`config.mk`:
```
export PLATFORM = sky130hd
export DESIGN_NAME = pwr_save_ctrl
export DESIGN_NICKNAME = d
export VERILOG_FILES = /design/src/rtl/psc_pkg.sv /design/src/rtl/psc_regs.sv /design/src/rtl/psc_tbc.sv /design/src/rtl/psc_fsm.sv /design/src/rtl/pwr_save_ctrl.sv
export SDC_FILE = /design/constraint.sdc
export NUM_CORES = 1
export LEC_CHECK = 0
export CELL_PAD_IN_SITES_DETAIL_PLACEMENT = 1
export CELL_PAD_IN_SITES_GLOBAL_PLACEMENT = 1
export CORE_MARGIN = 2
export CORE_UTILIZATION = 39
export DETAILED_ROUTE_END_ITERATION = 8
export PLACE_DENSITY = 0.83
export SLEW_MARGIN = 20
export SYNTH_ARGS = -nofsm -noshare
export SYNTH_HDL_FRONTEND = slang
export SYNTH_HIERARCHICAL = 1
export SYNTH_SLANG_ARGS = --single-unit
```
`constraint.sdc`:
```
create_clock -name clk -period 4 [get_ports clk]
set_clock_uncertainty 0.05 [all_clocks]
set_input_delay 0.6 -clock clk [delete_from_list [all_inputs] [get_ports clk]]
set_output_delay 0.6 -clock clk [all_outputs]
set_load 0.005 [all_outputs]
```
`src/rtl/psc_pkg.sv`:
```
package psc_pkg;
  typedef enum logic [2:0] {
    PS_RUN  = 3'd0,
    PS_HALT = 3'd1,
    PS_IDLE = 3'd2,
    PS_STOP = 3'd3,
    PS_STAB = 3'd4
  } ps_state_e;

  localparam logic [1:0] REQ_NONE = 2'b00;
  localparam logic [1:0] REQ_IDLE = 2'b01;
  localparam logic [1:0] REQ_STOP = 2'b10;
  localparam logic [1:0] REQ_RSVD = 2'b11;
endpackage

```
`src/rtl/psc_regs.sv`:
```
module psc_regs #(
  parameter int REG_W      = 16,
  parameter int CNT_W      = 16,
  parameter int STAB_RESET = 5
) (
  input  logic             clk,
  input  logic             rst_n,
  input  logic             wr_en,
  input  logic             wr_addr,
  input  logic [REG_W-1:0] wr_data,
  input  logic             accept,
  input  logic             clr_req,
  output logic [1:0]       req_mode,
  output logic [CNT_W-1:0] stab_len
);
  import psc_pkg::*;

  logic [1:0] wr_code;
  logic       req_take;

  assign wr_code  = wr_data[1:0];
  // Only the two real sleep codes are stored, and only while running.
  assign req_take = wr_en && !wr_addr && accept &&
                    (wr_code == REQ_IDLE || wr_code == REQ_STOP);

  always_ff @(posedge clk or negedge rst_n) begin
    if (!rst_n) begin
      req_mode <= REQ_NONE;
    end else if (req_take) begin
      req_mode <= wr_code;
    end else if (clr_req) begin
      req_mode <= REQ_NONE;
    end
  end

  always_ff @(posedge clk or negedge rst_n) begin
    if (!rst_n) begin
      stab_len <= CNT_W'(STAB_RESET);
    end else if (wr_en && wr_addr) begin
      stab_len <= wr_data[CNT_W-1:0];
    end
  end
endmodule

```
`src/rtl/psc_tbc.sv`:
```
module psc_tbc #(
  parameter int CNT_W = 16
) (
  input  logic             clk,
  input  logic             rst_n,
  input  logic             load,
  input  logic [CNT_W-1:0] load_val,
  input  logic             count_en,
  output logic             cnt_zero
);
  logic [CNT_W-1:0] cnt_q;

  always_ff @(posedge clk or negedge rst_n) begin
    if (!rst_n) begin
      cnt_q <= '0;
    end else if (load) begin
      cnt_q <= load_val;
    end else if (count_en && cnt_q != '0) begin
      cnt_q <= cnt_q - 1'b1;
    end
  end

  assign cnt_zero = (cnt_q == '0);
endmodule

```
`src/rtl/psc_fsm.sv`:
```
module psc_fsm (
  input  logic                clk,
  input  logic                rst_n,
  input  logic                halt_req,
  input  logic                wake,
  input  logic [1:0]          req_mode,
  input  logic                cnt_zero,
  output psc_pkg::ps_state_e  state,
  output logic                load_cnt,
  output logic                clr_req
);
  import psc_pkg::*;

  ps_state_e nxt;

  always_comb begin
    nxt      = state;
    load_cnt = 1'b0;
    clr_req  = 1'b0;
    unique case (state)
      PS_RUN: begin
        if (halt_req) begin
          nxt = PS_HALT;
        end else if (req_mode == REQ_IDLE) begin
          nxt     = PS_IDLE;
          clr_req = 1'b1;
        end else if (req_mode == REQ_STOP) begin
          nxt     = PS_STOP;
          clr_req = 1'b1;
        end
      end
      PS_HALT, PS_IDLE: begin
        if (wake) nxt = PS_RUN;
      end
      PS_STOP: begin
        if (wake) begin
          nxt      = PS_STAB;
          load_cnt = 1'b1;
        end
      end
      PS_STAB: begin
        if (cnt_zero) nxt = PS_RUN;
      end
      default: nxt = PS_RUN;
    endcase
  end

  always_ff @(posedge clk or negedge rst_n) begin
    if (!rst_n) state <= PS_RUN;
    else        state <= nxt;
  end
endmodule

```
`src/rtl/pwr_save_ctrl.sv`:
```
module pwr_save_ctrl #(
  parameter int REG_W      = 16,
  parameter int CNT_W      = 16,
  parameter int STAB_RESET = 5
) (
  input  logic             clk,
  input  logic             rst_n,
  input  logic             halt_req,
  input  logic             reg_wr,
  input  logic             reg_addr,
  input  logic [REG_W-1:0] reg_wdata,
  input  logic             irq_req,
  input  logic             nmi_req,
  input  logic             direct_clk,
  output logic             cpu_clk_en,
  output logic             sys_clk_en,
  output logic             osc_en,
  output logic             pll_en,
  output logic             stab_done,
  output logic [2:0]       status
);
  import psc_pkg::*;

  ps_state_e        state;
  logic [1:0]       req_mode;
  logic [CNT_W-1:0] stab_len;
  logic             load_cnt;
  logic             clr_req;
  logic             cnt_zero;
  logic             in_run;

  assign in_run = (state == PS_RUN);

  psc_regs #(.REG_W(REG_W), .CNT_W(CNT_W), .STAB_RESET(STAB_RESET)) u_regs (
    .clk      (clk),
    .rst_n    (rst_n),
    .wr_en    (reg_wr),
    .wr_addr  (reg_addr),
    .wr_data  (reg_wdata),
    .accept   (in_run),
    .clr_req  (clr_req),
    .req_mode (req_mode),
    .stab_len (stab_len)
  );

  psc_fsm u_fsm (
    .clk      (clk),
    .rst_n    (rst_n),
    .halt_req (halt_req),
    .wake     (irq_req | nmi_req),
    .req_mode (req_mode),
    .cnt_zero (cnt_zero),
    .state    (state),
    .load_cnt (load_cnt),
    .clr_req  (clr_req)
  );

  psc_tbc #(.CNT_W(CNT_W)) u_tbc (
    .clk      (clk),
    .rst_n    (rst_n),
    .load     (load_cnt),
    .load_val (stab_len),
    .count_en (state == PS_STAB),
    .cnt_zero (cnt_zero)
  );

  // Each state gates a progressively larger set of domains.
  assign cpu_clk_en = in_run;
  assign sys_clk_en = in_run || (state == PS_HALT);
  assign osc_en     = (state != PS_STOP);
  assign pll_en     = !direct_clk && (state != PS_STOP);
  assign stab_done  = (state == PS_STAB) && cnt_zero;
  assign status     = state;
endmodule

```
**Word-level counts from Yosys, hierarchy flattened**

Cells that the tools add are included.

- Output and inout port bits: 8
- Memory bits (read-only): 0
- Latch bits: 0
- Memories kept: 0
- Bits of input ports: 24
- Bits in writable memories: 0
- Register bits: 37

- Order comparisons: 0
- Divide/modulo/power cells: 0
- Bitwise operators: 1
- Multiplexer cells: 17
- Multipliers: 0
- Add/subtract/negate cells: 1
- Eq/ne operators: 13
- Reductions and logical operators: 18
- Shift-type cells: 0

Operators by type and width:

| operator | number |
|---|---|
| $mux 16 | 2 |
| $mux 3 | 6 |
| $logic_not 16->1 | 1 |
| $reduce_bool 16->1 | 1 |
| $sub 16x1->16 const B | 1 |
| $pmux 3 s4 | 1 |
| $logic_and 1x1->1 | 7 |
| $eq 3x2->1 const B | 2 |
| $mux 1 | 6 |
| $eq 2x1->1 const B | 2 |
| $eq 2x2->1 const B | 2 |
| $mux 2 | 2 |
| $ne 2x1->1 const B | 2 |
| $ne 4x2->1 const B | 1 |
| $reduce_and 4->1 | 1 |
| $reduce_bool 2->1 | 2 |
| $eq 3x1->1 const B | 1 |
| $eq 3x3->1 const B | 1 |
| $logic_not 3->1 | 1 |
| $ne 3x2->1 const B | 1 |
| $logic_not 1->1 | 2 |
| $logic_or 1x1->1 | 2 |
| $ne 2x2->1 const B | 1 |
| $reduce_or 2->1 | 1 |
| $or 1x1->1 | 1 |

**Longest topological paths before layout**

Gate-level depths: netlist of run 1.

- Word-level depth: 7
- Gate-level depth with buffers: 7
- Mapped depth without buffers: 7

**Modules after synthesis**

Netlist of run 1, hierarchy kept.

By module, submodules not included:

| module | cells an instance | area each (um2) | times used | sequential area each (um2) |
|---|---|---|---|---|
| psc_tbc | 124 | 1063.5 | 1 | 400.4 |
| psc_regs | 45 | 760.7 | 1 | 452.9 |
| psc_fsm | 20 | 200.2 | 1 | 75.1 |
| pwr_save_ctrl | 7 | 47.5 | 1 | 0.0 |

**Least setup slack after synthesis of run 1**

No wires, ideal clock.

- Path kind: register -> output
- Start point: register u_tbc.cnt_q[0]
- End point: output stab_done
- Buffers on the path: 0
- Arrival time: 1.500 ns
- Path slack: 1.850 ns
- Stages on the path, launching flop included: 7
- Path through: dfrtp_1 > inv_1 > ha_1 > nor4b_1 > nand4_1 > inv_1 > and2_1

- Word-level cells in the longest chain between the ends: 2

RTL lines:

| element | line | text |
|---|---|---|
| from (decl) | psc_tbc.sv:11 | `logic [CNT_W-1:0] cnt_q;` |
| from (signal assigned) | psc_tbc.sv:17 | `cnt_q <= load_val;` |
| from (signal assigned) | psc_tbc.sv:19 | `cnt_q <= cnt_q - 1'b1;` |
| $logic_not 16->1 | psc_tbc.sv:23 | `assign cnt_zero = (cnt_q == '0);` |
| named net cnt_zero | pwr_save_ctrl.sv:29 | `logic cnt_zero;` |
| $logic_and 1x1->1 | pwr_save_ctrl.sv:72 | `assign stab_done = (state == PS_STAB) && cnt_zero;` |
| to (decl) | pwr_save_ctrl.sv:19 | `output logic stab_done,` |

The timed path passes the listed nets, and every way through them passes these cells.

**Worst setup path after layout of run 1**

Ends and elaborated chain as after synthesis.

==> results of run 1 <==
[worst max path at each step]
stage                           end  slack, ps  cells past startpoint
after global routing      stab_done        390                      7
after floorplan           stab_done       1850                      6
after CTS                 stab_done        710                      7
after global placement    stab_done       1140                      7
final                     stab_done        700                      7
after detailed placement  stab_done       1040                      7
[stage by stage]
step                instances  area [sq um]
floorplan                 196          2070
global placement          291          2420
detailed placement        291          2420
CTS                       299          2510
global route              299          2510
finish                    299          2510
[sequential cells by signal, indices dropped and copies added, names as in the netlist]
name,cells
u_fsm/state,3
u_regs/req_mode,2
u_regs/stab_len,16
u_tbc/cnt_q,16
[where the power goes]
| part | switching (uW) | internal, uW | total (uW) | leakage (uW) |
|---|---|---|---|---|
| logic | 226 | 275 | 500 | 0.000517 |
| registers | 160 | 501 | 661 | 0.000424 |
| clock network | 146 | 124 | 270 | 0.0000445 |
[logic make-up (layout without fill, tap and decap cells)]
family	count (synthesis)	count (layout)	synth area share, %
AO/OA/AOI/OAI	39	39	13.0
XOR/XNOR	1	1	0.423
adder cells (fa/ha/maj)	3	3	1.81
buffers and inverters	15	48	3.86
flip-flops	37	37	44.8
multiplexers	19	19	12.0
AND/OR/NAND/NOR	82	82	24.1
[cells in the final DEF (no fill, tap or decap), types with 2 or more instances in the layout]
master and count:
mux2_2 6, nand4b_1 3, or4_1 5, nor2b_1 5, o21ai_1 6, a21oi_1 8
nor3_1 5, nand2_1 14, o31ai_1 2, mux2_4 10, o21ai_0 7, nand4_1 3
nand3b_1 3, nand3_1 2, clkdlybuf4s50_1 30, nor2_1 16, and2_1 4, a31oi_1 6
inv_1 9, or3_1 3, ha_1 3, o41ai_1 2, clkbuf_8 5, dfstp_2 2
dfrtp_1 35, nor4b_1 2, mux2i_1 2, nor4_1 4
[layer usage]
layer | vias to the layer above | wire (um) | GRT usage (%)
li1 | 787 | - | -
met1 | 775 | 2210 | 22.2
met2 | 23 | 2030 | 24.6
met3 | 5 | 116 | 2.94
met4 | 0 | 63 | 6.00
met5 | - | 0 | 0
[cells in the mapped netlist (2+ instances only)]
master and n:
dfrtp_1 35, nor2_1 16, nand2_1 14, mux2_4 10, inv_1 9, a21oi_1 8
o21ai_0 7, a31oi_1 6, mux2_2 6, o21ai_1 6, nor2b_1 5, nor3_1 5
or4_1 5, and2_1 4, clkbuf_1 4, nor4_1 4, ha_1 3, nand3b_1 3
nand4_1 3, nand4b_1 3, or3_1 3, dfstp_2 2, mux2i_1 2, nand3_1 2
nor4b_1 2, o31ai_1 2, o41ai_1 2
[layout make-up]
class	count	area (sq um)	share of cell area, %
tap	70	87.6	3.49
timing repair buffer	31	305	12.2
clock buffer	5	68.8	2.74
inverter	9	33.8	1.35
sequential	37	928	37.0
clock inverter	3	21.3	0.848
multi-input combinational	144	1060	42.4
[critical path: stages, from the launching register on]
cell             delay (ps)
dfrtp_1                 390
inv_1                    90
ha_1                    200
nor4b_1                 520
nand4_1                 350
inv_1                   160
and2_1                  140
clkdlybuf4s50_1         500
==> flow_summary.ini, run 1 <==
[outcome]
status = complete, no violations

[clock_network]
cts_tree = built
cts.clk_slew.worst_paths_ps = 80
cts_resized = 0
clkSinkCount = 37
cts_buffer_depth = 2
clock_latency_ps = 300
post_cts_buffers = 0
cts_buffers = 5
htreeDepth = 2
cts_hold_buf = 0
cts_root_buf = clkbuf_8

[place]
portBuffers = 31
dpl_worst_slack_ps = 1040
dp_hpwl_um = 3270
place_congestion = 0.874

[timing]
setup-tns-final_ps = 0
worst-slew-pin-transition_ps = 816
setup_slack_ps = 703
clock.fmax_mhz = 303
hold_viol = 0
slew_violations = 0
fin_crit_ps = 3300
finalSetupViolCount = 0
period_share_pct = 82.4
max-slew-margin-rel_pct = 45.6
rsz0062_at_grt = no
hold_slack_ps = 338

[floorplan]
fp-row-count = 26
core-area_sq_mm = 0.00511
start_util_pct = 40.6
io_pins = 32
chipWidth_um = 76.9
dieArea_sq_mm = 0.00591
die_h_um = 76.9

[setup_path]
crit_type = register to output port
critPathMaxFanout = 5
required_ps = 3350
rr_endpoint = u_tbc/cnt_q[11]
rrSetupSlack_ps = 1520
r2r_start = u_fsm/state[2]
crit_arrival_ps = 2650
cp-end-kind = output port
worst_setup_path_start_kind = register
reg2regPathDepth = 5
worstSetupStartpoint = u_tbc/cnt_q[0]

[routing]
vias_per_cell = 5.32
drt-wirelength-per-cell_um = 14.8
drt_iter0_markers = 74
num_vias = 1590
totalWireLength_um = 4430
dr.pass1.iters = 4
ant_nets = 0
route.detailed.drc = 0

[finish]
areaGrowthSynthToFinish_pct = 21.1
nNetsFinal = 255
post-route-util_pct = 49.1
antenna_cells = 0
drive_gt1_share_pct = 17.0
fill_cells = 590

[power]
leakagePower_uw = 0.000986
vdd_drop_max_v = 0.000223
power_density_mw_per_mm2 = 571
total_power_uw = 1430

[synthesis]
synth_ff_type = dfrtp_1
synthArstFlopShare_pct = 100
synth.top_cell.area_share_pct = 42.3
synth.area.top_cells = dfrtp_1 (42%), mux2_4 (7.2%), mux2_2 (3.3%)
yosys.area.top_type = dfrtp_1
syn_area_sq_mm = 0.00207
synth-edff-count = 0
synth.avg_cell_area_sq_um = 10.6
ys_types = 52
yosysWarningCount = 6
synth-seq-cells = 37
ys_seq_area_share_pct = 44.8
synth_nets = 223
synthCells = 196

[grt]
grt_pass1_wl_um = 7520
antenna_found_initial = 0
grt_max_degree = 38
grtUsageTotal_pct = 15.9
grt-ovfl-total = 0
first_global_vias = 1552

[run]
drv_cap = 0

[min_path]
timing.hold.worst.class = input port to async pin
Power figures use the tool's default switching activity.
==> inputs of run 2 (changes only) <==
==> constraint.sdc (replaced) <==
create_clock -name clk -period 3.1 [get_ports clk]
set_clock_uncertainty 0.05 [all_clocks]
set_input_delay 0.465 -clock clk [delete_from_list [all_inputs] [get_ports clk]]
set_output_delay 0.465 -clock clk [all_outputs]
set_load 0.005 [all_outputs]
==> flow_summary.ini, run 2 (synthesis gave the netlist of run 1 again) <==
[clock_network]
htreeDepth = 2
cts_resized = 0
cts_buffer_depth = 2
cts.clk_slew.worst_paths_ps = 80
clock_latency_ps = 300
cts_tree = built
clkSinkCount = 37
cts_root_buf = clkbuf_8
cts_buffers = 5

[setup_path]
required_ps = 2580
worst_setup_path_start_kind = register
worstPathCellList = inv_1 > ha_1 > nor4b_1 > nand4_1 > inv_1 > and2_1 > clkdlybuf4s50_1
crit_slowest_cell = clkdlybuf4s50_1
crit_arrival_ps = 2420
cpMostUsedCell = inv_1
critical-path-top-delay-family = simple AND/OR/NAND/NOR gates
cp.buffers_inverters = 3
critPathMaxFanout = 4
crit_type = register to output port
cp-end-kind = output port
r2r_start = u_fsm/state[2]
worstSetupStartpoint = u_tbc/cnt_q[0]
crit_path_max_incr_delay_ps = 500

[routing]
drt_iter0_markers = 70
totalWireLength_um = 4780
vias_per_cell = 5.45
ant_nets = 0
route.detailed.drc = 0
num_vias = 1656
dr.pass1.iters = 4
drt-wirelength-per-cell_um = 15.7

[timing]
hold_slack_ps = 209
finalSetupViolCount = 0
max-slew-margin-rel_pct = 44.1
setup_slack_ps = 161
period_share_pct = 94.8
fin_crit_ps = 2940
worst-slew-pin-transition_ps = 838
slew_violations = 0
clock.fmax_mhz = 340
hold_viol = 0

[floorplan]
chipWidth_um = 76.9
fp-row-count = 26
dieArea_sq_mm = 0.00591
core-area_sq_mm = 0.00511
start_util_pct = 40.6
io_pins = 32
die_h_um = 76.9

[place]
dp_hpwl_um = 3390
place_congestion = 0.873
dpl-instance-area_sq_mm = 0.00244
dpl_worst_slack_ps = 447
dp.cells = 294
portBuffers = 31

[min_path]
timing.hold.worst.class = input port to async pin

[grt]
grt-ovfl-total = 0
antenna_found_initial = 0
grt_max_degree = 38
grtUsageTotal_pct = 17.5
grt_pass1_wl_um = 8220
first_global_vias = 1722

[finish]
areaGrowthSynthToFinish_pct = 22.9
fill_cells = 578
drive_gt1_share_pct = 18.8
nNetsFinal = 260
most-common-layout-cells = dfrtp_1 (35), clkdlybuf4s50_1 (30), nor2_1 (16)
final_cell_area_sq_mm = 0.00255
reg.largest.list = u_regs/stab_len: 16 flops, u_tbc/cnt_q: 16 flops, u_fsm/state: 3 flops
antenna_cells = 0
final_cells = 304
final_common_cell = dfrtp_1

[outcome]
status = complete, no violations

[power]
vdd_drop_max_v = 0.000337
total_power_uw = 1880
leakagePower_uw = 0.00100
power_density_mw_per_mm2 = 738

[run]
drv_cap = 0
[run 2: changes by cell type in the layout (fill, tap and decap cells not counted), sizes merged]
cell      change
buf           +5
clkinvlp      +2
clkinv        -1
inv           -1
[run 2: path summary, 6_finish.rpt]
path | to | slack [ps] | depth (start not counted)
worst max-delay path | stab_done | 160 | 7
max in group asynchronous | u_fsm/state[0] | 2260 | 1
worst max register to register | u_tbc/cnt_q[11] | 570 | 5
min in group clk | u_tbc/cnt_q[14] | 450 | 2
worst min-delay path | u_tbc/cnt_q[8] | 210 | 1
worst min register to register | u_tbc/cnt_q[14] | 450 | 2
[run 2: cell type report]
type,count,area (sq um),share of cell area [%]
clock buffers,5,68.8,2.70
inverters,9,33.8,1.33
well taps,70,87.6,3.44
flip-flops and latches,37,928,36.4
repair buffers,36,343,13.5
clock inverters,3,22.5,0.884
multi-input cells,144,1060,41.7
[run 2: timing repair]
item / CTS / global route
setup endpoints to repair: 0 / 1
hold endpoints to repair: 0 / 0
hold buffers: 0 / 0
buffers inserted: 0 / 2
[run 2: power breakdown]
part | internal [uW] | switching [uW]
Combinational | 365 | 301
Sequential | 647 | 218
Clock | 158 | 192
[run 2: metrics by stage]
| step | util, % | setup TNS, ps |
|---|---|---|
| floorplan | - | 0 |
| global placement | 47.8 | 0 |
| detailed placement | 47.8 | 0 |
| CTS | 49.6 | 0 |
| global route | 49.9 | -70.5 |
| finish | 49.9 | 0 |
[run 2: worst register-to-register path, cell delays in order, from the launching register on]
cell and delay [ps]:
dfrtp_1 520, nor3b_2 460, nor4b_1 450, nand2_1 260
or4_1 520, a31oi_1 190
[run 2: metal layers]
layer  vias up  GRT usage (%)  routed length [um]
li1        801              -                   -
met2        28           27.9                2330
met3         6           5.18                 187
met4         0           6.00                  68
met5         -              0                   0
met1       821           22.7                2200
